**config.mk**
```make
export PLATFORM = sky130hd
export DESIGN_NAME = pd_line_seq
export DESIGN_NICKNAME = d
export VERILOG_FILES = /design/src/rtl/pd_seq_pkg.sv /design/src/rtl/pd_seq_cfg.sv /design/src/rtl/pd_seq_fsm.sv /design/src/rtl/pd_seq_decode.sv /design/src/rtl/pd_line_seq.sv
export SDC_FILE = /design/constraint.sdc
export NUM_CORES = 1
export LEC_CHECK = 0
export BUFFER_PORTS_ARGS = -buffer_cell sky130_fd_sc_hd__buf_2
export CAP_MARGIN = 20
export CORE_MARGIN = 4
export CORE_UTILIZATION = 52
export CTS_BUF_LIST = sky130_fd_sc_hd__clkbuf_8
export CTS_CLUSTER_SIZE = 24
export DETAILED_ROUTE_END_ITERATION = 8
export PLACE_DENSITY = 0.79
export SETUP_SLACK_MARGIN = 0.02
export SLEW_MARGIN = 20
export SYNTH_ARGS = -nofsm -noshare
export SYNTH_HDL_FRONTEND = slang
export SYNTH_HIERARCHICAL = 1
export SYNTH_SLANG_ARGS = --single-unit
```
**constraint.sdc**
```tcl
create_clock -name clk -period 9.4 [get_ports clk]
set_clock_uncertainty 0.2 [all_clocks]
set_input_delay 0.47 -clock clk [delete_from_list [all_inputs] [get_ports clk]]
set_output_delay 0.47 -clock clk [all_outputs]
set_load 0.02 [all_outputs]
```
**src/rtl/pd_seq_pkg.sv**
```systemverilog
package pd_seq_pkg;

  typedef enum logic [3:0] {
    S_IDLE, S_FULL, S_REL, S_EXPO, S_RPUL, S_GAP1,
    S_SMPN, S_GAP2, S_TPUL, S_GAP3, S_SMPS, S_DONE
  } seq_state_t;

  // Pulse width with zero promoted to one cycle.
  function automatic int unsigned pulse_len(input int unsigned v);
    return (v == 0) ? 1 : v;
  endfunction

  // Cycles of exposure left once the reset release delay has run.
  // The total window is max(e, rel+1).
  function automatic int unsigned expo_tail(input int unsigned e,
                                            input int unsigned rel);
    return (e > rel) ? (e - rel) : 1;
  endfunction

endpackage

```
**src/rtl/pd_seq_cfg.sv**
```systemverilog
module pd_seq_cfg
  import pd_seq_pkg::*;
#(
  parameter int unsigned EXP_W   = 16,
  parameter int unsigned PW_W    = 8,
  parameter int unsigned REL_DLY = 2,
  parameter int unsigned CNT_W   = 17
) (
  input  logic             clk,
  input  logic             rst_n,
  input  logic             load,
  input  logic [EXP_W-1:0] exposure,
  input  logic [PW_W-1:0]  rst_on,
  input  logic [PW_W-1:0]  tg_on,
  output logic [CNT_W-1:0] r_len,
  output logic [CNT_W-1:0] t_len,
  output logic [CNT_W-1:0] x_tail
);

  logic [CNT_W-1:0] r_new, t_new, x_new;
  logic [CNT_W-1:0] r_q, t_q, x_q;

  always_comb begin
    r_new = CNT_W'(pulse_len(32'(rst_on)));
    t_new = CNT_W'(pulse_len(32'(tg_on)));
    x_new = CNT_W'(expo_tail(32'(exposure), REL_DLY));
  end

  always_ff @(posedge clk or negedge rst_n) begin
    if (!rst_n) begin
      r_q <= CNT_W'(1);
      t_q <= CNT_W'(1);
      x_q <= CNT_W'(1);
    end else if (load) begin
      r_q <= r_new;
      t_q <= t_new;
      x_q <= x_new;
    end
  end

  // The accepting cycle sees the fresh values; later cycles see the held ones.
  assign r_len  = load ? r_new : r_q;
  assign t_len  = load ? t_new : t_q;
  assign x_tail = load ? x_new : x_q;

endmodule

```
**src/rtl/pd_seq_fsm.sv**
```systemverilog
module pd_seq_fsm
  import pd_seq_pkg::*;
#(
  parameter int unsigned REL_DLY = 2,
  parameter int unsigned CNT_W   = 17
) (
  input  logic             clk,
  input  logic             rst_n,
  input  logic             start,
  input  logic [CNT_W-1:0] r_len,
  input  logic [CNT_W-1:0] t_len,
  input  logic [CNT_W-1:0] x_tail,
  output seq_state_t       state,
  output logic             busy,
  output logic             accept
);

  localparam logic [CNT_W-1:0] REL_LOAD = CNT_W'(REL_DLY - 1);
  localparam logic [CNT_W-1:0] ONE      = CNT_W'(1);

  seq_state_t       nxt;
  logic [CNT_W-1:0] cnt, cnt_n;
  logic             seg_end;

  assign seg_end = (cnt == '0);
  assign busy    = (state != S_IDLE);
  assign accept  = start && !busy;

  always_comb begin
    nxt   = state;
    cnt_n = cnt;
    unique case (state)
      S_IDLE: if (start) begin nxt = S_FULL; cnt_n = r_len - ONE; end
      S_FULL: if (seg_end) begin nxt = S_REL; cnt_n = REL_LOAD; end
              else cnt_n = cnt - ONE;
      S_REL:  if (seg_end) begin nxt = S_EXPO; cnt_n = x_tail - ONE; end
              else cnt_n = cnt - ONE;
      S_EXPO: if (seg_end) begin nxt = S_RPUL; cnt_n = r_len - ONE; end
              else cnt_n = cnt - ONE;
      S_RPUL: if (seg_end) nxt = S_GAP1;
              else cnt_n = cnt - ONE;
      S_GAP1: nxt = S_SMPN;
      S_SMPN: nxt = S_GAP2;
      S_GAP2: begin nxt = S_TPUL; cnt_n = t_len - ONE; end
      S_TPUL: if (seg_end) nxt = S_GAP3;
              else cnt_n = cnt - ONE;
      S_GAP3: nxt = S_SMPS;
      S_SMPS: nxt = S_DONE;
      S_DONE: nxt = S_IDLE;
      default: nxt = S_IDLE;
    endcase
  end

  always_ff @(posedge clk or negedge rst_n) begin
    if (!rst_n) begin
      state <= S_IDLE;
      cnt   <= '0;
    end else begin
      state <= nxt;
      cnt   <= cnt_n;
    end
  end

  AST_START_DROPPED: assert property (@(posedge clk) disable iff (!rst_n)
    (start && busy && state != S_DONE) |=> state != S_IDLE) else $error("start not dropped");

  AST_IDLE_AFTER_DONE: assert property (@(posedge clk) disable iff (!rst_n)
    (state == S_DONE) |=> state == S_IDLE) else $error("done not followed by idle");

endmodule

```
**src/rtl/pd_seq_decode.sv**
```systemverilog
module pd_seq_decode
  import pd_seq_pkg::*;
(
  input  logic       clk,
  input  logic       rst_n,
  input  seq_state_t state,
  output logic       pix_rst,
  output logic       pix_tg,
  output logic       smp_n,
  output logic       smp_s,
  output logic       line_done
);

  always_comb begin
    pix_rst   = (state == S_FULL) || (state == S_REL) || (state == S_RPUL);
    pix_tg    = (state == S_FULL) || (state == S_TPUL);
    smp_n     = (state == S_SMPN);
    smp_s     = (state == S_SMPS);
    line_done = (state == S_DONE);
  end

  AST_RST_FALLS_AFTER_TG: assert property (@(posedge clk) disable iff (!rst_n)
    $fell(pix_rst) |-> !$past(pix_tg)) else $error("reset fell with transfer high");

  AST_N_GAPPED: assert property (@(posedge clk) disable iff (!rst_n)
    smp_n |-> (!pix_rst && !pix_tg && !$past(pix_rst))) else $error("N strobe not gapped");

  AST_S_GAPPED: assert property (@(posedge clk) disable iff (!rst_n)
    smp_s |-> (!pix_tg && !pix_rst && !$past(pix_tg))) else $error("S strobe not gapped");

  AST_STROBE_ONE_CYCLE: assert property (@(posedge clk) disable iff (!rst_n)
    (smp_n || smp_s) |=> (!smp_n && !smp_s)) else $error("strobe too long");

  AST_TG_PULSE_GAP: assert property (@(posedge clk) disable iff (!rst_n)
    ($rose(pix_tg) && !pix_rst) |-> !$past(smp_n)) else $error("transfer pulse lacks gap");

endmodule

```
**src/rtl/pd_line_seq.sv**
```systemverilog
module pd_line_seq
  import pd_seq_pkg::*;
#(
  parameter int unsigned EXP_W   = 16,
  parameter int unsigned PW_W    = 8,
  parameter int unsigned REL_DLY = 2
) (
  input  logic             clk,
  input  logic             rst_n,
  input  logic             line_start,
  input  logic [EXP_W-1:0] cfg_exposure,
  input  logic [PW_W-1:0]  cfg_rst_on,
  input  logic [PW_W-1:0]  cfg_tg_on,
  input  logic             ovr_clear,
  output logic             pix_rst,
  output logic             pix_tg,
  output logic             smp_n,
  output logic             smp_s,
  output logic             line_done,
  output logic             overrun
);

  localparam int unsigned CNT_W = ((EXP_W > PW_W) ? EXP_W : PW_W) + 1;

  seq_state_t       state;
  logic             busy, accept;
  logic [CNT_W-1:0] r_len, t_len, x_tail;

  pd_seq_cfg #(
    .EXP_W(EXP_W), .PW_W(PW_W), .REL_DLY(REL_DLY), .CNT_W(CNT_W)
  ) u_cfg (
    .clk(clk), .rst_n(rst_n), .load(accept),
    .exposure(cfg_exposure), .rst_on(cfg_rst_on), .tg_on(cfg_tg_on),
    .r_len(r_len), .t_len(t_len), .x_tail(x_tail)
  );

  pd_seq_fsm #(
    .REL_DLY(REL_DLY), .CNT_W(CNT_W)
  ) u_fsm (
    .clk(clk), .rst_n(rst_n), .start(line_start),
    .r_len(r_len), .t_len(t_len), .x_tail(x_tail),
    .state(state), .busy(busy), .accept(accept)
  );

  pd_seq_decode u_dec (
    .clk(clk), .rst_n(rst_n), .state(state),
    .pix_rst(pix_rst), .pix_tg(pix_tg), .smp_n(smp_n),
    .smp_s(smp_s), .line_done(line_done)
  );

  logic ovr_set;
  assign ovr_set = line_start && busy;

  always_ff @(posedge clk or negedge rst_n) begin
    if (!rst_n)         overrun <= 1'b0;
    else if (ovr_set)   overrun <= 1'b1;
    else if (ovr_clear) overrun <= 1'b0;
  end

  AST_FULL_RESET_START: assert property (@(posedge clk) disable iff (!rst_n)
    (line_start && !busy) |=> (pix_rst && pix_tg)) else $error("no full reset");

  AST_OVERRUN_SET: assert property (@(posedge clk) disable iff (!rst_n)
    (line_start && busy) |=> overrun) else $error("overrun not raised");

  AST_OVERRUN_STICKY: assert property (@(posedge clk) disable iff (!rst_n)
    (overrun && !ovr_clear) |=> overrun) else $error("overrun dropped");

endmodule

```
======== Word level (Yosys, flattened, before mapping) ========
Cells that the tools add are included.
word-level totals
  flip-flop bits (word level) ............. 73
  output and inout bits ................... 6
  bits of input ports ..................... 36
  logic and storage cells ................. 67
cells by class
  equality and inequality tests ........... 18
  reduce and logical (&&, ||, !) cells .... 16
  add/sub/neg operators ................... 5
  $lt $le $gt $ge ......................... 1
  multiplexer cells ....................... 21
operators with widths
  kind                   number
  $mux 17                9
  $pmux 17 s6            1
  $sub 17x1->17 const B  4
  $pmux 4 s11            1
  $mux 4                 6
  $logic_not 17->1       1
  $sub 16x2->17 const B  1
  $eq 4x3->1 const B     4
  $eq 4x4->1 const B     4
  $gt 16x2->1 const B    1
  $logic_not 8->1        2
  $mux 8                 2
  $ne 2x2->1 const B     6
  $eq 4x2->1 const B     2
  $reduce_and 6->1       1
  $reduce_bool 6->1      1
  $eq 4x1->1 const B     1
  $logic_not 4->1        1
  $reduce_bool 4->1      1
  $logic_or 1x1->1       3
  $reduce_and 3->1       1
  $logic_and 1x1->1      2
  $mux 1                 2
  $ne 2x1->1 const B     1
  other kinds (3)        3

======== Depth between registers and ports, before layout ========
  depth after elaboration ................. 7
  gate-level depth with buffers ........... 16

======== Modules after synthesis ========
Netlist, hierarchy kept.
modules (own cells, without submodules)
  module         cells an instance  area an instance (um2)  sequential area each (um2)  times used
  pd_seq_fsm     372                2720.1                  525.5                       1
  pd_seq_cfg     171                2137.0                  1280.0                      1
  pd_seq_decode  10                 71.3                    0.0                         1
  pd_line_seq    4                  41.3                    25.0                        1

======== Worst setup path after synthesis ========
Ideal clock, no wire load.
  path kind ............................... register to register
  from .................................... register u_fsm.state[1]
  to ...................................... register u_fsm.cnt[6]
  data required time ...................... 9.073 ns
  buffers on the path ..................... 4
  setup slack ............................. 5.401 ns
  library setup time ...................... 0.127 ns
  data arrival time ....................... 3.671 ns
  cell stages (with the launch flop) ...... 17
  period minus slack after synthesis ...... 3.999 ns
  cell sequence ........................... dfrtp_1 -> clkbuf_1 -> clkbuf_1 -> nor2_1 -> nand3_1 -> inv_1 -> clkbuf_1 -> buf_2 -> mux2_2 -> inv_1 -> ha_1 -> or3b_2 -> o31a_1 -> o21ai_0 -> nand4_1 -> o31ai_1 -> a21oi_1
RTL lines
  item                      RTL line           text
  start: declaration        pd_seq_fsm.sv:13   output seq_state_t state,
  start signal: assignment  pd_seq_fsm.sv:59   state <= nxt;
  $reduce_bool 4->1         pd_seq_fsm.sv:26   assign busy = (state != S_IDLE);
  $logic_not 1->1           pd_seq_fsm.sv:27   assign accept = start && !busy;
  $logic_and 1x1->1         pd_seq_fsm.sv:27
  via accept                pd_line_seq.sv:26  logic busy, accept;
  $mux 17                   pd_seq_cfg.sv:43   assign t_len = load ? t_new : t_q;
  via t_len[1]              pd_line_seq.sv:27  logic [CNT_W-1:0] r_len, t_len, x_tail;
  $sub 17x1->17             pd_seq_fsm.sv:44   S_GAP2: begin nxt = S_TPUL; cnt_n = t_len - ONE; end
  $pmux 17 s6               pd_seq_fsm.sv:32   unique case (state)
  end signal: assignment    pd_seq_fsm.sv:60   cnt <= cnt_n;
  end: declaration          pd_seq_fsm.sv:22   logic [CNT_W-1:0] cnt, cnt_n;
The timed path passes the listed nets, and every way through them passes these cells. The select of a mux whose other input is x is not followed.
A chain may end at the register's enable or synchronous reset.

======== Final worst setup path ========
  from .................................... register u_fsm.state[2]
  to ...................................... register u_fsm.cnt[16]
on the way
  cells in the longest elaborated chain, start to end .. 7
RTL lines
  item               RTL line           text
  $reduce_bool 4->1  pd_seq_fsm.sv:26
  $logic_not 1->1    pd_seq_fsm.sv:27
  $logic_and 1x1->1  pd_seq_fsm.sv:27
  via accept         pd_line_seq.sv:26
  $mux 17            pd_seq_cfg.sv:44   assign x_tail = load ? x_new : x_q;
  via x_tail[6]      pd_line_seq.sv:27
  $sub 17x1->17      pd_seq_fsm.sv:36   S_REL: if (seg_end) begin nxt = S_EXPO; cnt_n = x_tail - ONE; end
  $mux 17            pd_seq_fsm.sv:36
  $pmux 17 s6        pd_seq_fsm.sv:32
The timed path passes the listed nets, and every way through them passes these cells. The select of a mux whose other input is x is not followed.

==> flow_metrics.env <==
export IMPL_outcome="completed"
export IMPL_rows=35
export IMPL_cts_sinks=73
export IMPL_synth_mux_area_frac=0.03172
export IMPL_synth_top_family_by_area="simple AND/OR/NAND/NOR gates"
export IMPL_synth_ff_type="dfrtp_1"
export IMPL_fin_hold_ws_ps=72.29
export IMPL_setup_tns_ps=0
export IMPL_slew_viol_final=0
export IMPL_power_total_mw=1.281
export IMPL_crit_fanout=57
export IMPL_hold_buffers=0
export IMPL_cts_setup_buffers=0
export IMPL_critical_path_arrival_ps=5270
export IMPL_cp_required_ps=9470
export IMPL_dpl_cell_area_mm2=0.005246
export IMPL_period_needed_ps=5206
export IMPL_use_met3=0.06246
export IMPL_clock_latency_ps=360
export IMPL_dp_slack_ps=4251
export IMPL_power_density_mw_per_mm2=235.1
export IMPL_syn_nets=598
export IMPL_synth_xor_area_share=0.09517
export IMPL_cts_made_buffers=9
export IMPL_clock_fmax_ghz=0.1921
export IMPL_synth_compound_area_frac=0.1911
export IMPL_die_w_um=105.8
export IMPL_routedWlPerCell_um=17.82
export IMPL_worstMarginPinSlew_ps=922.3
export IMPL_busiest_layer="met2"
export IMPL_grt_max_degree=74
export IMPL_worstSetupStartpointType="flop"
export IMPL_peakVddDrop_mv=0.1628
export IMPL_htree_levels=3
export IMPL_dieArea_mm2=0.01119
export IMPL_globalplace_congestion=0.9623
export IMPL_stdcell_count=722
export IMPL_met1_usage=0.3012
export IMPL_drt_total_wl_um=12870
export IMPL_hold_violations=0
export IMPL_pin_count=42
export IMPL_finalCoreUtilization=0.5868
export IMPL_place_hpwl_um=9384
export IMPL_drv_cap=0
export IMPL_die_h_um=105.8
export IMPL_num_nets_final=629
export IMPL_hold_class="in2reg"
export IMPL_path_clk_slew_ps=80
export IMPL_grt_pass1_vias=4475
export IMPL_r2r_cells=13
export IMPL_io_buffers=41
export IMPL_synth_edf_count=0
export IMPL_p_leak_nw=2.138
export IMPL_ys_top_cells_by_area="dfrtp_1 35%, xor2_1 5.8%, nor2_1 4.5%, xnor2_1 3.7%, mux2_2 3.2%"
export IMPL_start_util=0.5353
export IMPL_area_growth_pct=9.617
export IMPL_cts_resized=0
export IMPL_syn_area_mm2=0.004970
export IMPL_final_area_mm2=0.005448
export IMPL_synthSimpleGateAreaFrac=0.2641
export IMPL_drtPass1Iterations=5
export IMPL_seq_area_frac_synth=0.3683
export IMPL_synth_ff_latch_count=73
export IMPL_grtUsageTotal=0.2373
export IMPL_vias=4545
export IMPL_drtIter0Drc=428
export IMPL_grt_pass1_wl_um=21650
export IMPL_slew_headroom=0.3851
export IMPL_hold_depth=2
export IMPL_clk_path_buf_depth=2
export IMPL_use_met2=0.3802
export IMPL_layout_drive_gt1_share=0.1669
export IMPL_cts_root_buf="clkbuf_8"
export IMPL_synthDistinctLibCells=74
export IMPL_layout_setup_ws_ps=4194
export IMPL_synth_area_leader_cell="dfrtp_1"
export IMPL_ant_nets=0
export IMPL_drc=0
export IMPL_synth_async_reset_ratio=1.000
export IMPL_synthCells=557
export IMPL_fin_crit_sh=0.5539
export IMPL_overflow=0
export IMPL_synth_adder_area_share=0.01259
export IMPL_syn_area_per_cell_um2=8.922
export IMPL_synth_warnings=6
export IMPL_cts_tree="yes"
export IMPL_crit_type="reg2reg"
export IMPL_final_setup_viol_count=0
export IMPL_rsz0062_at_grt="false"
export IMPL_dp_cells=706
export IMPL_netlist_area_leader_share=0.3525
export IMPL_viasPerCell=6.295
export IMPL_core_mm2=0.009284
export IMPL_diodes=0
export IMPL_grt_antenna_before_repair=0
export IMPL_crit_path_end_kind="flop"
-- final cells by class --
cell class | instances | area, um^2
clock inverter | 7 | 77.57
fill | 836 | 3836
multi-input combinational | 441 | 2955
inverter | 19 | 71.32
tap | 129 | 161.4
clock buffer | 9 | 123.9
timing repair buffer | 44 | 227.7
sequential | 73 | 1831
-- power breakdown --
group / internal (mW) / switching (mW)
registers: 0.415 / 0.0605
logic: 0.216 / 0.334
clock network: 0.125 / 0.130
total: 0.756 / 0.524
-- layout by cell type (no fill, tap or decap), types with 3 or more instances in the layout --
cell / instances
buf_4: 3
dfstp_2: 3
or4_1: 7
buf_2: 41
nand2_1: 33
nand4_1: 11
nand3_1: 14
and2_1: 7
a21oi_1: 21
or3b_2: 3
inv_6: 3
o21ai_2: 3
nand3b_1: 8
o22ai_1: 13
o21ai_0: 24
nor4b_1: 3
a31oi_1: 3
dfrtp_1: 70
nor2b_1: 21
nand2b_1: 3
a311oi_1: 3
o2bb2ai_1: 7
nand4b_1: 6
nor3b_1: 5
o31a_1: 4
nor3_1: 25
nor4_1: 18
inv_1: 17
nor2_1: 59
a211oi_1: 13
mux2_2: 14
or3_1: 4
xor2_1: 33
o31ai_1: 8
clkbuf_8: 9
ha_1: 5
xnor2_1: 21
-- critical path: stages (launching register included) --
cell and delay [ps]:
dfrtp_1 650, nor2_1 510, nand3_1 170, clkinv_1 70
buf_4 460, clkinv_1 400, nor3_2 550, a211oi_1 190
nor4_2 660, nand3_1 270, nor4_1 350, xnor2_1 100
a221o_1 320, a31oi_1 200
-- logic make-up after synthesis --
| logic type | Yosys count |
|---|---|
| xor+xnor | 54 |
| flops | 73 |
| buf+inv | 43 |
| simple gates | 236 |
| compound gates | 132 |
| mux | 14 |
| fa+ha+maj | 5 |
-- worst paths after layout --
check | to | slack (ps) | start
setup / recovery | u_fsm/cnt[16]$_DFFE_PN0P_ | 4190 | u_fsm/state[2]$_DFFE_PN0P_
hold / removal | overrun$_DFFE_PN0P_ | 70 | ovr_clear
hold reg to reg | u_cfg/x_q[16]$_DFF_PN0_ | 320 | u_cfg/x_q[16]$_DFF_PN0_
max in group asynchronous | u_fsm/cnt[16]$_DFFE_PN0P_ | 8270 | rst_n
setup reg to reg | u_fsm/cnt[16]$_DFFE_PN0P_ | 4190 | u_fsm/state[2]$_DFFE_PN0P_
min in group asynchronous | u_fsm/state[1]$_DFFE_PN0P_ | 100 | rst_n
-- Yosys cell counts, types with 16 or more instances --
cell / number
nor2b_1: 21
xnor2_1: 21
xor2_1: 33
nor4_1: 18
nand2_1: 33
clkbuf_1: 16
o21ai_0: 24
inv_1: 18
dfrtp_1: 70
nor3_1: 25
nor2_1: 59
a21oi_1: 21
-- metal layers --
layer	part of all wire	routed length [um]	vias to the layer above
met5	0	0	-
met1	0.42	5373	2184
met2	0.47	6025	200
met3	0.079	1016	38
met4	0.035	452	0
li1	-	-	2123
-- state kept, by name, indices dropped and copies added, names as in the netlist --
name / count
u_cfg/x_q: 17
u_cfg/r_q: 17
overrun: 1
u_cfg/t_q: 17
u_fsm/cnt: 17
u_fsm/state: 4
No activity file was read; power rests on OpenSTA's default activity.
